<file path="src/rtl/pinbank_pkg.sv">
package pinbank_pkg;

    // Register offsets; software depends on these values
    localparam logic [7:0] OFF_DIR = 8'h10;
    localparam logic [7:0] OFF_OUT = 8'h14;
    localparam logic [7:0] OFF_SET = 8'h18;
    localparam logic [7:0] OFF_CLR = 8'h1C;
    localparam logic [7:0] OFF_IN  = 8'h20;

    typedef enum logic [2:0] {
        SEL_NONE,
        SEL_DIR,
        SEL_OUT,
        SEL_SET,
        SEL_CLR,
        SEL_IN
    } reg_sel_e;

    typedef enum logic {
        ST_IDLE,
        ST_RESP
    } rsp_state_e;

endpackage

</file>
<file path="src/rtl/pinbank_decode.sv">
module pinbank_decode
    import pinbank_pkg::*;
#(
    parameter int AW = 8
) (
    input  logic [AW-1:0] addr,
    output reg_sel_e      sel
);

    always_comb begin
        sel = SEL_NONE;
        if (addr == AW'(OFF_DIR))      sel = SEL_DIR;
        else if (addr == AW'(OFF_OUT)) sel = SEL_OUT;
        else if (addr == AW'(OFF_SET)) sel = SEL_SET;
        else if (addr == AW'(OFF_CLR)) sel = SEL_CLR;
        else if (addr == AW'(OFF_IN))  sel = SEL_IN;
    end

endmodule

</file>
<file path="src/rtl/pinbank_sync.sv">
module pinbank_sync #(
    parameter int WIDTH  = 16,
    parameter int STAGES = 2
) (
    input  logic             clk,
    input  logic             rst_n,
    input  logic [WIDTH-1:0] din,
    output logic [WIDTH-1:0] dout
);

    logic [STAGES-1:0][WIDTH-1:0] stg;

    generate
        if (STAGES == 1) begin : g_single
            always_ff @(posedge clk or negedge rst_n) begin
                if (!rst_n) stg <= '0;
                else        stg <= din;
            end
        end else begin : g_chain
            always_ff @(posedge clk or negedge rst_n) begin
                if (!rst_n) stg <= '0;
                else        stg <= {stg[STAGES-2:0], din};
            end
        end
    endgenerate

    assign dout = stg[STAGES-1];

endmodule

</file>
<file path="src/rtl/pinbank_regs.sv">
module pinbank_regs
    import pinbank_pkg::*;
#(
    parameter int NPINS = 16
) (
    input  logic             clk,
    input  logic             rst_n,
    input  logic             wr_en,
    input  reg_sel_e         sel,
    input  logic [NPINS-1:0] wdata,
    output logic [NPINS-1:0] dir_q,
    output logic [NPINS-1:0] out_q
);

    always_ff @(posedge clk or negedge rst_n) begin
        if (!rst_n) begin
            dir_q <= '1;
            out_q <= '0;
        end else if (wr_en) begin
            case (sel)
                SEL_DIR: dir_q <= wdata;
                SEL_OUT: out_q <= wdata;
                SEL_SET: out_q <= out_q | wdata;
                SEL_CLR: out_q <= out_q & ~wdata;
                default: ;
            endcase
        end
    end


    set_alias_chk: assert property (@(posedge clk) disable iff (!rst_n)
        (wr_en && sel == SEL_SET) |=> ((out_q & $past(wdata)) == $past(wdata)));


    clr_alias_chk: assert property (@(posedge clk) disable iff (!rst_n)
        (wr_en && sel == SEL_CLR) |=> ((out_q & $past(wdata)) == '0));


    unmapped_wr_chk: assert property (@(posedge clk) disable iff (!rst_n)
        (wr_en && sel == SEL_NONE) |=> ($stable(out_q) && $stable(dir_q)));


    in_wr_ignored_chk: assert property (@(posedge clk) disable iff (!rst_n)
        (wr_en && sel == SEL_IN) |=> ($stable(out_q) && $stable(dir_q)));

endmodule

</file>
<file path="src/rtl/pinbank_ctrl.sv">
module pinbank_ctrl
    import pinbank_pkg::*;
#(
    parameter int NPINS       = 16,
    parameter int DW          = 32,
    parameter int AW          = 8,
    parameter int SYNC_STAGES = 2
) (
    input  logic             clk,
    input  logic             rst_n,
    input  logic             bus_req,
    input  logic             bus_wr,
    input  logic [AW-1:0]    bus_addr,
    input  logic [DW-1:0]    bus_wdata,
    output logic [DW-1:0]    bus_rdata,
    output logic             bus_rvalid,
    input  logic [NPINS-1:0] pin_in,
    output logic [NPINS-1:0] pad_oe,
    output logic [NPINS-1:0] pad_out
);

    localparam int PAD_W = DW - NPINS;

    reg_sel_e         sel;
    logic [NPINS-1:0] dir_q;
    logic [NPINS-1:0] out_q;
    logic [NPINS-1:0] in_sync;
    logic [DW-1:0]    rd_mux;
    logic [DW-1:0]    rdata_q;
    logic             rd_acc;
    logic             wr_acc;
    rsp_state_e       state_q;
    rsp_state_e       state_d;
    logic             unused_wdata_hi;

    assign unused_wdata_hi = &{1'b0, bus_wdata[DW-1:NPINS]};
    assign rd_acc = bus_req && !bus_wr;
    assign wr_acc = bus_req && bus_wr;

    pinbank_decode #(.AW(AW)) u_dec (
        .addr (bus_addr),
        .sel  (sel)
    );

    pinbank_regs #(.NPINS(NPINS)) u_regs (
        .clk   (clk),
        .rst_n (rst_n),
        .wr_en (wr_acc),
        .sel   (sel),
        .wdata (bus_wdata[NPINS-1:0]),
        .dir_q (dir_q),
        .out_q (out_q)
    );

    pinbank_sync #(.WIDTH(NPINS), .STAGES(SYNC_STAGES)) u_sync (
        .clk   (clk),
        .rst_n (rst_n),
        .din   (pin_in),
        .dout  (in_sync)
    );

    // Pad drive: a pin is driven only when its direction bit is 0
    generate
        for (genvar p = 0; p < NPINS; p++) begin : g_pad
            assign pad_oe[p]  = ~dir_q[p];
            assign pad_out[p] = dir_q[p] ? 1'b0 : out_q[p];
        end
    endgenerate

    // Read-back selection; both aliases return the output register
    always_comb begin
        case (sel)
            SEL_DIR:                   rd_mux = {{PAD_W{1'b0}}, dir_q};
            SEL_OUT, SEL_SET, SEL_CLR: rd_mux = {{PAD_W{1'b0}}, out_q};
            SEL_IN:                    rd_mux = {{PAD_W{1'b0}}, in_sync};
            default:                   rd_mux = '0;
        endcase
    end

    // Response state register
    always_ff @(posedge clk or negedge rst_n) begin
        if (!rst_n) state_q <= ST_IDLE;
        else        state_q <= state_d;
    end

    always_comb begin
        state_d = state_q;
        unique case (state_q)
            ST_IDLE: state_d = rd_acc ? ST_RESP : ST_IDLE;
            ST_RESP: state_d = rd_acc ? ST_RESP : ST_IDLE;
        endcase
    end

    // Response outputs
    always_ff @(posedge clk or negedge rst_n) begin
        if (!rst_n)      rdata_q <= '0;
        else if (rd_acc) rdata_q <= rd_mux;
        else             rdata_q <= '0;
    end

    assign bus_rvalid = (state_q == ST_RESP);
    assign bus_rdata  = bus_rvalid ? rdata_q : '0;


    dir_apply_chk: assert property (@(posedge clk) disable iff (!rst_n)
        (wr_acc && sel == SEL_DIR) |=> (pad_oe == ~$past(bus_wdata[NPINS-1:0])));


    input_undriven_chk: assert property (@(posedge clk) disable iff (!rst_n)
        ((pad_out & ~pad_oe) == '0));


    rsp_follows_rd_chk: assert property (@(posedge clk) disable iff (!rst_n)
        rd_acc |=> bus_rvalid);


    rsp_only_after_rd_chk: assert property (@(posedge clk) disable iff (!rst_n)
        !rd_acc |=> !bus_rvalid);


    rdata_quiet_chk: assert property (@(posedge clk) disable iff (!rst_n)
        !bus_rvalid |-> (bus_rdata == '0));


    rdata_hi_zero_chk: assert property (@(posedge clk) disable iff (!rst_n)
        bus_rdata[DW-1:NPINS] == '0);

endmodule

</file>
<file path="config.mk">
export PLATFORM = sky130hd
export DESIGN_NAME = pinbank_ctrl
export DESIGN_NICKNAME = d
export VERILOG_FILES = /design/src/rtl/pinbank_pkg.sv /design/src/rtl/pinbank_decode.sv /design/src/rtl/pinbank_sync.sv /design/src/rtl/pinbank_regs.sv /design/src/rtl/pinbank_ctrl.sv
export SDC_FILE = /design/constraint.sdc
export NUM_CORES = 1
export LEC_CHECK = 0
export CAP_MARGIN = 20
export CORE_UTILIZATION = 30
export CTS_CLUSTER_DIAMETER = 120
export DETAILED_ROUTE_END_ITERATION = 8
export PLACE_DENSITY = 0.57
export SLEW_MARGIN = 20
export SYNTH_ARGS = -nofsm -noshare
export SYNTH_HDL_FRONTEND = slang
export SYNTH_SLANG_ARGS = --single-unit
</file>
<file path="constraint.sdc">
create_clock -name clk -period 2.2 [get_ports clk]
set_input_delay 0.44 -clock clk [delete_from_list [all_inputs] [get_ports clk]]
set_output_delay 0.44 -clock clk [all_outputs]
set_load 0.03 [all_outputs]
</file>
Word level (Yosys, flattened, before mapping):

Index checks and enable logic that the tools add are counted.

* equal/unequal tests: 10
* mux-type cells: 26
* bitwise gates (word level): 19
* reduce and logical (&&, ||, !) cells: 7

Operators by type and width (count)
* one-hot mux 16 bit (3 select lines): 2
* 2-to-1 mux 32 bit: 2
* equality test 8 x 5 -> 1 bit, second input constant: 4
* 2-to-1 mux 1 bit: 17
* AND 16 bit: 1
* inverter 1 bit: 16
* inverter 16 bit: 1
* bitwise OR 16 bit: 1
* 2-to-1 mux 3 bit: 5
* equality test 8 x 6 -> 1 bit, second input constant: 1
* equality test 3 x 2 -> 1 bit, second input constant: 2
* equality test 3 bit, second input constant: 2
* AND reduction 2 bit: 2
* equality test 3 x 1 -> 1 bit, second input constant: 1
* nonzero test 3 bit: 1
* OR reduction 3 bit: 1
* logical AND 1 bit: 2
* zero test 1 bit: 1

* bits in registers: 97
* bits of input ports: 60
* output and inout bits: 65
* logic and storage cells: 68

Logic depth before layout (Yosys ltp):

* depth after elaboration: 10
* mapped depth: 6

Modules after synthesis:

From an unflattened synthesis, not the netlist that was laid out.

* cell total of the unflattened synthesis: 365
* area, all modules: 4250.3 um^2

Modules (own cells, without submodules)
* pinbank_ctrl: times used 1, cells an instance 166, area an instance 1689.1 um^2
* pinbank_regs: times used 1, cells an instance 142, area an instance 1559.0 um^2
* pinbank_sync: times used 1, cells an instance 48, area an instance 920.9 um^2
* pinbank_decode: times used 1, cells an instance 9, area an instance 81.3 um^2

Least setup slack after synthesis:

No wires, ideal clock.

* path type: input-to-reg
* start point: input bus_addr[5]
* end point: register u_regs.out_q[10]
* library setup time: 0.121 ns
* arrival: 1.776 ns
* data required time: 2.079 ns
* path slack: 0.303 ns
* cell stages on the path: 5
* path through: or4b_4 -> nor4_4 -> buf_6 -> o21ai_1 -> a22o_1

* word-level cells in the longest chain between the ends: 9

Ends and longest elaborated chain
* start, declared: RTL line pinbank_ctrl.sv:13 `input logic [AW-1:0] bus_addr,`
* equality test 8 x 6 -> 1 bit: RTL line pinbank_decode.sv:16 `else if (addr == AW'(OFF_IN)) sel = SEL_IN;`
* 2-to-1 mux 3 bit: RTL line pinbank_decode.sv:16
* 2-to-1 mux 3 bit: RTL line pinbank_decode.sv:15 `else if (addr == AW'(OFF_CLR)) sel = SEL_CLR;`
* 2-to-1 mux 3 bit: RTL line pinbank_decode.sv:14 `else if (addr == AW'(OFF_SET)) sel = SEL_SET;`
* 2-to-1 mux 3 bit: RTL line pinbank_decode.sv:13 `else if (addr == AW'(OFF_OUT)) sel = SEL_OUT;`
* 2-to-1 mux 3 bit *: RTL line pinbank_decode.sv:12 `if (addr == AW'(OFF_DIR)) sel = SEL_DIR;`
* equality test 3 x 2 -> 1 bit or equality test 3 bit (tied branches): RTL line pinbank_regs.sv:20 `case (sel)`
* nonzero test 3 bit (no source line)
* AND reduction 2 bit (no source line)
* end signal, assigned: RTL line pinbank_regs.sv:22 `SEL_OUT: out_q <= wdata;`
* end signal, assigned: RTL line pinbank_regs.sv:23 `SEL_SET: out_q <= out_q | wdata;`
* end signal, assigned: RTL line pinbank_regs.sv:24 `SEL_CLR: out_q <= out_q & ~wdata;`
* end, declared: RTL line pinbank_regs.sv:12 `output logic [NPINS-1:0] out_q`

Every way passes the cells marked *; elsewhere a longest branch is shown, timed or not.
A chain may end at the register's enable or synchronous reset.

Worst setup path in the final report:

* start point: register state_q (netlist: bus_rvalid)
* end point: output bus_rdata[8]

* word-level cells in the longest chain between the ends: 1

Ends and longest elaborated chain
* start, declared: RTL line pinbank_ctrl.sv:32 `rsp_state_e state_q;`
* start signal, assigned: RTL line pinbank_ctrl.sv:83 `else state_q <= state_d;`
* 2-to-1 mux 32 bit: RTL line pinbank_ctrl.sv:102 `assign bus_rdata = bus_rvalid ? rdata_q : '0;`
* end, declared: RTL line pinbank_ctrl.sv:15 `output logic [DW-1:0] bus_rdata,`

No other way between the ends.

==> results.ini <==
[critical_path]
endpoint_kind = primary output
startpoint_type = register
critical_path_class = register to primary output
critical_path_arrival_ps = 1650
cp_max_fo = 17
r2r_slack_ps = 1190
required_ps = 1760

[power_and_ir_drop]
clkPwrFrac = 0.422
comb_power_share = 0.107
power_density_nw_per_um2 = 688.8
p_sw_frac = 0.2444
netSwitchingPower_mw = 0.8235
seq_power_share = 0.471
p_total_mw = 3.369
power.ir.vdd_worst_uv = 334.9
p_leak_nw = 2.066
p_int_mw = 2.545

[clock_network]
cts_setup_buffers = 0
cts-root-buf = clkbuf_16
cts_buffers = 9
cts.reportedPaths.clkPinSlew_ps = 60
htree_levels = 3
worstSkewPairLatency_ps = 330
cts_tree = yes
cts_resized = 1
clock_path_buffers = 2
holdBufCountCts = 0
clock-sinks = 81

[logic_synthesis]
ys_seq_area_frac = 0.5964
syn_inst = 270
synth_cell_type_count = 28
ys_ff_latch = 81
syn_area_per_cell_um2 = 12.71
yosys_most_used_dff = dfrtp_1
async_reset_ff_frac = 1.000
synth_top_area_share = 0.4739
synth_edf_count = 0
synth_area_leaders = dfrtp_1 (47%), dfstp_2 (12%), a22o_1 (8.2%)
syn_area_um2 = 3432
yosysTopAreaCell = dfrtp_1
ys_warn_count = 0

[grt]
grt.overflow.total = 0
grt_max_degree = 33
track_usage = 0.1506
grt_pass1_vias = 2540
antenna_found_initial = 0
grt_pass1_wl_um = 13410

[sta]
setup_violations = 0
slew_violations = 0
rsz0062_at_grt = false
hold_viol_final = 0
period_share = 0.9493
max_freq_mhz = 478.8
fin_skew_ps = 7.843
whs_ps = 45.57
fin_crit_ps = 2088
setup_ws_ps = 111.6

[cells_and_area]
instances_no_fill = 530
fin_nets = 445
drive_gt1_frac = 0.2077
utilization = 0.4453
num_antenna_cells = 0
fillers = 1014
areaGrowthSynthToFinish_pct = 42.51
final_cell_mix = clkdlybuf4s50_1 (91), dfrtp_1 (64), a22o_1 (32)
final_common_cell = clkdlybuf4s50_1

[flow_run]
cap_violations = 0

[die]
start_util = 0.3125
dieArea_um2 = 11870
io_pins = 125
num_rows = 38
core_area_um2 = 10980
die_y_um = 109.0
fp.dieW_um = 109.0

[routing]
drtAntennaViolNets = 0
wirelength_um = 8301
dr_total_vias = 2450
first_pass_iters = 4
remaining_drc_errors = 0
drtIter0Drc = 80
wire_per_inst_um = 15.66
routed_via_density = 4.623

[place]
dp_cells = 514
gp_congestion = 0.7814
dp_slack_ps = -218.9
io_buffer_count = 92
place.detailed.hpwl_um = 5929

[worst_hold_path]
hold_class = input port to asynchronous set/reset pin

[run_status]
status = finished, final reports clean

[path summary, 6_finish.rpt]
check | from | endpoint | cells after the start
max | bus_rvalid$_DFF_PN0_ | bus_rdata[8] | 2
min | rst_n | u_sync.stg[1]$_DFF_PN0_ | 1
max reg2reg | u_regs.dir_q[10]$_DFFE_PN1P_ | rdata_q[10]$_DFF_PN0_ | 3
min reg2reg | u_sync.stg[9]$_DFF_PN0_ | u_sync.dout[9]$_DFF_PN0_ | 0
max in group asynchronous | rst_n | u_regs.dir_q[10]$_DFFE_PN1P_ | 2
min in group clk | u_sync.stg[9]$_DFF_PN0_ | u_sync.dout[9]$_DFF_PN0_ | 0
[registers in the layout, indices dropped and copies added (netlist names)]
signal,cells
rdata_q,16
bus_rvalid,1
u_regs.dir_q,16
u_sync.stg,16
u_sync.dout,16
u_regs.out_q,16
[layout make-up]
| type | count | area [um^2] | share of cell area |
|---|---|---|---|
| timing repair buffer | 117 | 1131 | 0.2313 |
| clock buffer | 11 | 252.7 | 0.05168 |
| tap | 140 | 175.2 | 0.03581 |
| sequential | 81 | 2048 | 0.4188 |
| multi-input combinational | 159 | 1181 | 0.2415 |
| inverter | 17 | 63.81 | 0.01305 |
| clock inverter | 5 | 38.79 | 0.007930 |
[power groups by stage]
stage | combinational (mW) | sequential [mW] | clock [mW]
after CTS | 0.365 | 1.59 | 1.45
after global placement | 0.359 | 1.61 | 0
after detailed placement | 0.364 | 1.61 | 0
final | 0.361 | 1.59 | 1.42
after floorplan | 0.178 | 1.60 | 0
after global routing | 0.387 | 1.59 | 1.52
[critical path, stage by stage, from the launching register on]
cell	delay [ps]
dfrtp_2	490
and2_1	160
clkdlybuf4s50_1	670
[through the flow]
stage	area, um^2	TNS, ps
finish	4891	0
global route	4891	0
CTS	4891	0
detailed placement	4598	-4415
global placement	4598	-3705
floorplan	3488	0
[synth_stat cells (3+ instances only)]
library cell / count
inv_1: 17
buf_4: 16
and2_1: 16
a22oi_1: 16
o21ai_0: 5
nor2_1: 17
nor2b_1: 17
clkbuf_1: 4
buf_6: 3
buf_2: 4
mux2_2: 14
dfstp_2: 16
a22o_1: 32
o21ai_1: 11
dfrtp_1: 65
[logic make-up after synthesis]
kind of cell	count (synthesis)	synth area share
xor+xnor	1	0.002552
simple gates	61	0.1301
compound gates	65	0.1414
buf+inv	45	0.07583
flops	81	0.5964
other cells	1	0.001093
mux	16	0.05250
[routing by layer]
metal  vias to the layer above  GRT usage  share of wire
li1                       1138          -              -
met1                      1219     0.2020           0.43
met2                        86     0.2444           0.50
met3                         7    0.02510          0.049
met4                         0    0.05502          0.012
met5                         -          0              0
Power figures use the tool's default switching activity.
